## src/rtl/i2s_tdm_pkg.sv

```systemverilog
package i2s_tdm_pkg;
  localparam int unsigned WORD_W     = 32;
  localparam int unsigned CHANS      = 8;   // power of two: positions wrap naturally
  localparam int unsigned CH_W       = $clog2(CHANS);
  localparam int unsigned SLOT_BW    = $clog2(WORD_W);
  localparam int unsigned FRAME_BITS = WORD_W * CHANS;
  localparam int unsigned CNT_W      = $clog2(FRAME_BITS);
  localparam int unsigned BUF_FRAMES = 2;

  typedef logic [WORD_W-1:0] word_t;
  typedef logic [CH_W-1:0]   slot_t;
endpackage

```

## src/rtl/i2s_word_rx.sv

```systemverilog
module i2s_word_rx
  import i2s_tdm_pkg::*;
(
  input  logic  clk_i,
  input  logic  rst_ni,
  input  logic  lrclk_i,
  input  logic  sd_i,
  output logic  word_vld_o,
  output word_t word_o
);
  logic  lr_q;
  word_t sh_q;

  // last bit of a word lands on the clock where LRCLK changes
  always_ff @(posedge clk_i or negedge rst_ni) begin
    if (!rst_ni) begin
      lr_q       <= 1'b0;
      sh_q       <= '0;
      word_vld_o <= 1'b0;
      word_o     <= '0;
    end else begin
      lr_q       <= lrclk_i;
      sh_q       <= {sh_q[WORD_W-2:0], sd_i};
      word_vld_o <= (lrclk_i != lr_q);
      if (lrclk_i != lr_q) word_o <= {sh_q[WORD_W-2:0], sd_i};
    end
  end
endmodule

```

## src/rtl/chan_locker.sv

```systemverilog
module chan_locker
  import i2s_tdm_pkg::*;
(
  input  logic  clk_i,
  input  logic  rst_ni,
  input  logic  word_vld_i,
  input  word_t word_i,
  input  logic  marker_mode_i,
  input  logic  sync_i,
  input  logic  clear_i,
  output logic  locked_o,
  output slot_t offset_o,
  output logic  wr_en_o,
  output slot_t wr_ch_o
);
  slot_t      pos_q, off_q, cand_q, hit_pos_q;
  logic [1:0] hits_q, hits_nx;
  slot_t      pos_nx;
  logic       srch_q, lock_q, prev_ok_q, hit, one_hit, grp_end;

  assign hit     = marker_mode_i ? word_i[0] : |word_i;
  assign grp_end = (pos_q == slot_t'(CHANS-1));

  always_comb begin
    hits_nx = hits_q;
    pos_nx  = hit_pos_q;
    if (hit) begin
      pos_nx = pos_q;
      if (hits_q != 2'd2) hits_nx = hits_q + 2'd1;  // saturate: 2 means "many"
    end
    one_hit = (hits_nx == 2'd1);
  end

  always_ff @(posedge clk_i or negedge rst_ni) begin
    if (!rst_ni) begin
      pos_q     <= '0;
      off_q     <= '0;
      cand_q    <= '0;
      hit_pos_q <= '0;
      hits_q    <= '0;
      srch_q    <= 1'b0;
      lock_q    <= 1'b0;
      prev_ok_q <= 1'b0;
    end else begin
      if (word_vld_i) begin
        pos_q <= pos_q + slot_t'(1);
        if (grp_end) begin
          hits_q    <= '0;
          prev_ok_q <= one_hit;
          cand_q    <= pos_nx;
          if (srch_q && one_hit && prev_ok_q && pos_nx == cand_q) begin
            lock_q <= 1'b1;
            srch_q <= 1'b0;
            off_q  <= pos_nx;
          end
        end else begin
          hits_q    <= hits_nx;
          hit_pos_q <= pos_nx;
        end
      end
      if (clear_i || sync_i) begin
        lock_q    <= 1'b0;
        srch_q    <= !clear_i;
        hits_q    <= '0;
        prev_ok_q <= 1'b0;
      end
      if (clear_i) off_q <= '0;
    end
  end

  assign locked_o = lock_q;
  assign offset_o = off_q;
  assign wr_en_o  = lock_q & word_vld_i;
  assign wr_ch_o  = pos_q - off_q;
endmodule

```

## src/rtl/tdm_tx.sv

```systemverilog
module tdm_tx
  import i2s_tdm_pkg::*;
(
  input  logic  clk_i,
  input  logic  rst_ni,
  input  logic  done_sel_i,
  input  logic  frame_ok_i,
  input  logic  gate_i,
  input  word_t rd_word_i,
  output logic  rd_sel_o,
  output slot_t rd_slot_o,
  output logic  fs_o,
  output logic  sd_o
);
  logic [CNT_W-1:0] cnt_q;
  logic             sel_q, ok_q, ok_nx, slot_end, frame_end;
  word_t            sh_q;

  assign slot_end  = &cnt_q[SLOT_BW-1:0];
  assign frame_end = &cnt_q;
  assign rd_sel_o  = frame_end ? done_sel_i : sel_q;
  assign rd_slot_o = slot_t'(cnt_q[CNT_W-1:SLOT_BW]) + slot_t'(1);
  assign ok_nx     = frame_end ? frame_ok_i : ok_q;

  always_ff @(posedge clk_i or negedge rst_ni) begin
    if (!rst_ni) begin
      cnt_q <= '0;
      sel_q <= 1'b0;
      ok_q  <= 1'b0;
      sh_q  <= '0;
    end else begin
      cnt_q <= cnt_q + 1'b1;
      if (frame_end) begin
        sel_q <= done_sel_i;  // frame to replay is fixed at the frame boundary
        ok_q  <= frame_ok_i;
      end
      if (slot_end) sh_q <= ok_nx ? rd_word_i : '0;
      else          sh_q <= {sh_q[WORD_W-2:0], 1'b0};
    end
  end

  assign fs_o = frame_end;
  assign sd_o = sh_q[WORD_W-1] & gate_i;
endmodule

```

## src/rtl/i2s_tdm_aligner.sv

```systemverilog
module i2s_tdm_aligner
  import i2s_tdm_pkg::*;
(
  input  logic            clk_i,
  input  logic            rst_ni,
  input  logic            lrclk_i,
  input  logic            sd_i,
  input  logic            cmd_reset_i,
  input  logic            cmd_sync_i,
  input  logic            cmd_unmute_i,
  input  logic            marker_mode_i,
  output logic            tdm_fs_o,
  output logic            tdm_sd_o,
  output logic [CH_W-1:0] chan_offset_o,
  output logic            locked_o,
  output logic            muted_o
);
  logic  word_vld, locked, wr_en, rd_sel;
  word_t word;
  slot_t wr_ch, rd_slot, offset;
  logic  wr_sel_q, done_sel_q, have_q, armed_q, muted_q;
  word_t frame_buf_q [BUF_FRAMES][CHANS];

  i2s_word_rx u_rx (
    .clk_i, .rst_ni, .lrclk_i, .sd_i,
    .word_vld_o (word_vld),
    .word_o     (word)
  );

  chan_locker u_lock (
    .clk_i, .rst_ni,
    .word_vld_i    (word_vld),
    .word_i        (word),
    .marker_mode_i,
    .sync_i        (cmd_sync_i),
    .clear_i       (cmd_reset_i),
    .locked_o      (locked),
    .offset_o      (offset),
    .wr_en_o       (wr_en),
    .wr_ch_o       (wr_ch)
  );

  always_ff @(posedge clk_i or negedge rst_ni) begin
    if (!rst_ni) begin
      muted_q    <= 1'b1;
      wr_sel_q   <= 1'b0;
      done_sel_q <= 1'b0;
      have_q     <= 1'b0;
      armed_q    <= 1'b0;
    end else begin
      if (cmd_reset_i)       muted_q <= 1'b1;
      else if (cmd_unmute_i) muted_q <= 1'b0;
      if (!locked) begin
        armed_q  <= 1'b0;
        have_q   <= 1'b0;
        wr_sel_q <= 1'b0;
      end else if (wr_en) begin
        if (wr_ch == '0) armed_q <= 1'b1;  // only whole groups count as done
        if (wr_ch == slot_t'(CHANS-1) && armed_q) begin
          done_sel_q <= wr_sel_q;
          wr_sel_q   <= ~wr_sel_q;
          have_q     <= 1'b1;
        end
      end
    end
  end

  always_ff @(posedge clk_i) begin
    if (wr_en) frame_buf_q[wr_sel_q][wr_ch] <= word;
  end

  tdm_tx u_tx (
    .clk_i, .rst_ni,
    .done_sel_i (done_sel_q),
    .frame_ok_i (have_q & locked),
    .gate_i     (locked & ~muted_q),
    .rd_word_i  (frame_buf_q[rd_sel][rd_slot]),
    .rd_sel_o   (rd_sel),
    .rd_slot_o  (rd_slot),
    .fs_o       (tdm_fs_o),
    .sd_o       (tdm_sd_o)
  );

  assign chan_offset_o = offset;
  assign locked_o      = locked;
  assign muted_o       = muted_q;
endmodule

```

## config.mk

```make
export PLATFORM = sky130hd
export DESIGN_NAME = i2s_tdm_aligner
export DESIGN_NICKNAME = d
export VERILOG_FILES = /design/src/rtl/i2s_tdm_pkg.sv /design/src/rtl/i2s_word_rx.sv /design/src/rtl/chan_locker.sv /design/src/rtl/tdm_tx.sv /design/src/rtl/i2s_tdm_aligner.sv
export SDC_FILE = /design/constraint.sdc
export NUM_CORES = 1
export LEC_CHECK = 0
export ABC_AREA = 1
export BUFFER_PORTS_ARGS = -buffer_cell sky130_fd_sc_hd__buf_2
export CAP_MARGIN = 20
export CORE_MARGIN = 2
export CORE_UTILIZATION = 25
export CTS_CLUSTER_SIZE = 12
export DETAILED_ROUTE_END_ITERATION = 10
export SLEW_MARGIN = 20
export SYNTH_ARGS = -nofsm -noshare
export SYNTH_HDL_FRONTEND = slang
export SYNTH_SLANG_ARGS = --single-unit
```

## constraint.sdc

```tcl
create_clock -name clk_i -period 4.29 [get_ports clk_i]
set_input_delay 0.858 -clock clk_i [delete_from_list [all_inputs] [get_ports clk_i]]
set_output_delay 0.858 -clock clk_i [all_outputs]
set_load 0.005 [all_outputs]
```

==> results.json <==
{
  "placed_cells": 3334,
  "max_clock_freq_mhz": 316.7,
  "synth_warnings": 0,
  "grt_pass1_vias": 15380,
  "synth_commonest_cells": "653 x nand2_1, 512 x edfxtp_1, 498 x nand3_1",
  "syn-instance-count": 2092,
  "fin_cells": 3456,
  "drive_above_1_share_pct": 8.994,
  "ys_top_cells_by_area": "edfxtp_1 61%, dfrtp_1 13%, nand3_1 9.9%",
  "wl_per_cell_um": 17.56,
  "drtIter0Drc": 1473,
  "hp-class": "input port to asynchronous set/reset pin",
  "totalWireLength_mm": 60.69,
  "htree_levels": 3,
  "cts_tree": "yes",
  "nets": 2121,
  "fillers": 9956,
  "synth_most_common_cell": "nand2_1",
  "io_pins": 15,
  "clk_pin_slew_ps": 60,
  "cts_made_buffers": 67,
  "crit_fanout": 18,
  "tns_ps": 0,
  "firstDrtPassIters": 5,
  "fin_util_pct": 29.04,
  "min_period_over_period_pct": 73.60,
  "multiInputGateArea_um2": 5967,
  "coreArea_um2": 100000,
  "clock-sinks": 641,
  "clk_root_buffer_cell": "clkbuf_16",
  "num_rows": 116,
  "synthesis.area_um2": 25190,
  "ys.flop_type": "edfxtp_1",
  "min_period_ps": 3157,
  "dr_total_vias": 15580,
  "routed_via_density": 4.508,
  "power_density_nw_per_um2": 451.6,
  "synth-edff-count": 512,
  "finClkSkew_ps": 24.16,
  "grtUsageMet1_pct": 16.02,
  "synth_fp_nets": 2108,
  "route.detailed.drc": 0,
  "yosysSeqAreaShare_pct": 73.87,
  "gp_congestion": 0.7713,
  "finalMaxSlewViolations": 0,
  "relSlewSlack_pct": 31.68,
  "seqCellArea_um2": 18610,
  "overflow": 0,
  "required_ps": 4590,
  "drtAntennaViolNets": 0,
  "clk-insertion-delay-late_ps": 620,
  "grt_pass1_wl_mm": 93.75,
  "worstSetupEndpointType": "flip-flop",
  "dpl.hpwl_mm": 32.57,
  "hold_viol": 0,
  "dieWidth_um": 321.4,
  "design_area_um2": 29040,
  "die-area_um2": 103300,
  "max_cap_viol_count": 0,
  "grt_use_met3_pct": 1.599,
  "post_cts_buffers": 0,
  "die_h_um": 321.4,
  "tightest_slew_ps": 1023,
  "grt_use_total_pct": 11.73,
  "rsz0062_at_grt": "no",
  "async_reset_ff_share_pct": 20.12,
  "use_met2_pct": 19.08,
  "cp-start-kind": "flip-flop",
  "p_leak_uw": 0.01057,
  "start_util_pct": 25.19,
  "grt_max_degree": 131,
  "syn2layout_area_growth_pct": 15.32,
  "port_buffers": 14,
  "critical_path_class": "flip-flop to flip-flop",
  "whs_ps": 212.7,
  "arrival_ps": 3460,
  "clk_path_buf_depth": 3,
  "grt-busiest-layer": "met2",
  "place_area_um2": 26990,
  "yosysTopAreaCell": "edfxtp_1",
  "netlist.area_leader.share_pct": 61.05,
  "cts_resized": 0,
  "vdd_drop_max_uv": 254.8,
  "status": "completed",
  "hold_buffers": 0,
  "setup_viol": 0,
  "synth_cell_type_count": 32,
  "grt_antenna_before_repair": 1,
  "synth-seq-cells": 641,
  "syn-mean-instance-area_um2": 12.04
}
-- metrics by stage --
stage	setup WS, ps	total power, µW
3_3_place_gp	1073	7744
2_1_floorplan	801.2	7498
4_1_cts	1124	13200
5_1_grt	853.4	13550
6_report	1133	13120
3_5_place_dp	1139	7756
-- power breakdown --
| part | internal, µW | total (µW) | switching, µW |
|---|---|---|---|
| Sequential | 6980 | 7250 | 262 |
| Clock | 3080 | 5490 | 2410 |
| Combinational | 133 | 376 | 242 |
-- layer usage --
layer / vias to the layer above / share of wire (%)
met1: 7777 / 45
met2: 395 / 48
met3: 83 / 5.2
met4: 0 / 2.1
met5: - / 0
li1: 7326 / -
-- layout by cell type (no fill, tap or decap), types with 2 or more instances in the layout --
cell type and count:
a21oi_1 2, clkbuf_8 4, clkinv_1 4, nand2_1 653
inv_16 2, clkbuf_1 34, nand3b_1 2, clkinv_8 4
nor2_4 18, buf_4 32, dfrtp_1 127, edfxtp_1 512
a31oi_1 2, buf_2 13, xor2_1 7, nand3_1 498
or2_2 2, clkinv_2 3, inv_1 47, nor2_1 36
mux2_2 20, clkbuf_16 67, o21ai_0 27, ha_1 6
buf_12 14, inv_6 3
-- critical path: stages (launching register included) --
cell     delay, ps
dfrtp_1        410
inv_1           90
ha_1           140
inv_1           50
fa_1           400
xor2_1         180
xor2_1         290
inv_1          100
nor2_1         140
nand2_1        150
nor2_4         550
buf_4          340
-- sequential cells by signal (all words and copies together) (netlist names) --
signal / count
u_lock.cand_q: 3
u_rx.sh_q: 31
u_lock.srch_q: 1
u_rx.word_vld_o: 1
u_lock.hits_q: 2
u_tx.cnt_q: 8
frame_buf_q: 512
wr_sel_q: 1
armed_q: 1
u_lock.pos_q: 3
done_sel_q: 1
u_tx.sh_q: 32
u_lock.hit_pos_q: 3
u_rx.word_o: 32
u_lock.prev_ok_q: 1
have_q: 1
u_tx.ok_q: 1
u_lock.offset_o: 3
u_rx.lr_q: 1
u_tx.sel_q: 1
muted_o: 1
u_lock.locked_o: 1
-- cell families (layout without fill, tap and decap cells) --
group | after synthesis | after routing | synth area share [%]
AND/OR/NAND/NOR | 1212 | 1212 | 20.66
flip-flops | 641 | 641 | 73.87
buffers and inverters | 167 | 232 | 3.085
AO/OA/AOI/OAI | 36 | 36 | 0.7850
multiplexers | 20 | 20 | 0.8942
adder cells (fa/ha/maj) | 8 | 8 | 0.4272
XOR/XNOR | 8 | 8 | 0.2782
other | 0 | 1 | 0
-- layout make-up --
cell class,count,area share (%)
Timing Repair Buffer,60,2.055
Inverter,51,0.6850
Tap cell,1298,5.592
Sequential cell,641,64.07
Multi-Input combinational cell,1284,20.55
Antenna cell,1,0.008616
Clock inverter,16,0.6419
Clock buffer,105,6.402
-- path summary, 6_finish.rpt --
kind	startpoint	end	slack [ps]	cells past startpoint
worst max-delay path	u_lock.pos_q[0]	frame_buf_q[1][187]	1130	11
worst min-delay path	rst_ni	u_rx.word_o[10]	210	1
worst max register to register	u_lock.pos_q[0]	frame_buf_q[1][187]	1130	11
worst min register to register	u_rx.sh_q[4]	u_rx.sh_q[5]	370	0
max in group asynchronous	rst_ni	u_rx.word_o[28]	3200	2
min in group clk_i	u_rx.sh_q[4]	u_rx.sh_q[5]	370	0
(Power assumes the default switching activity.)
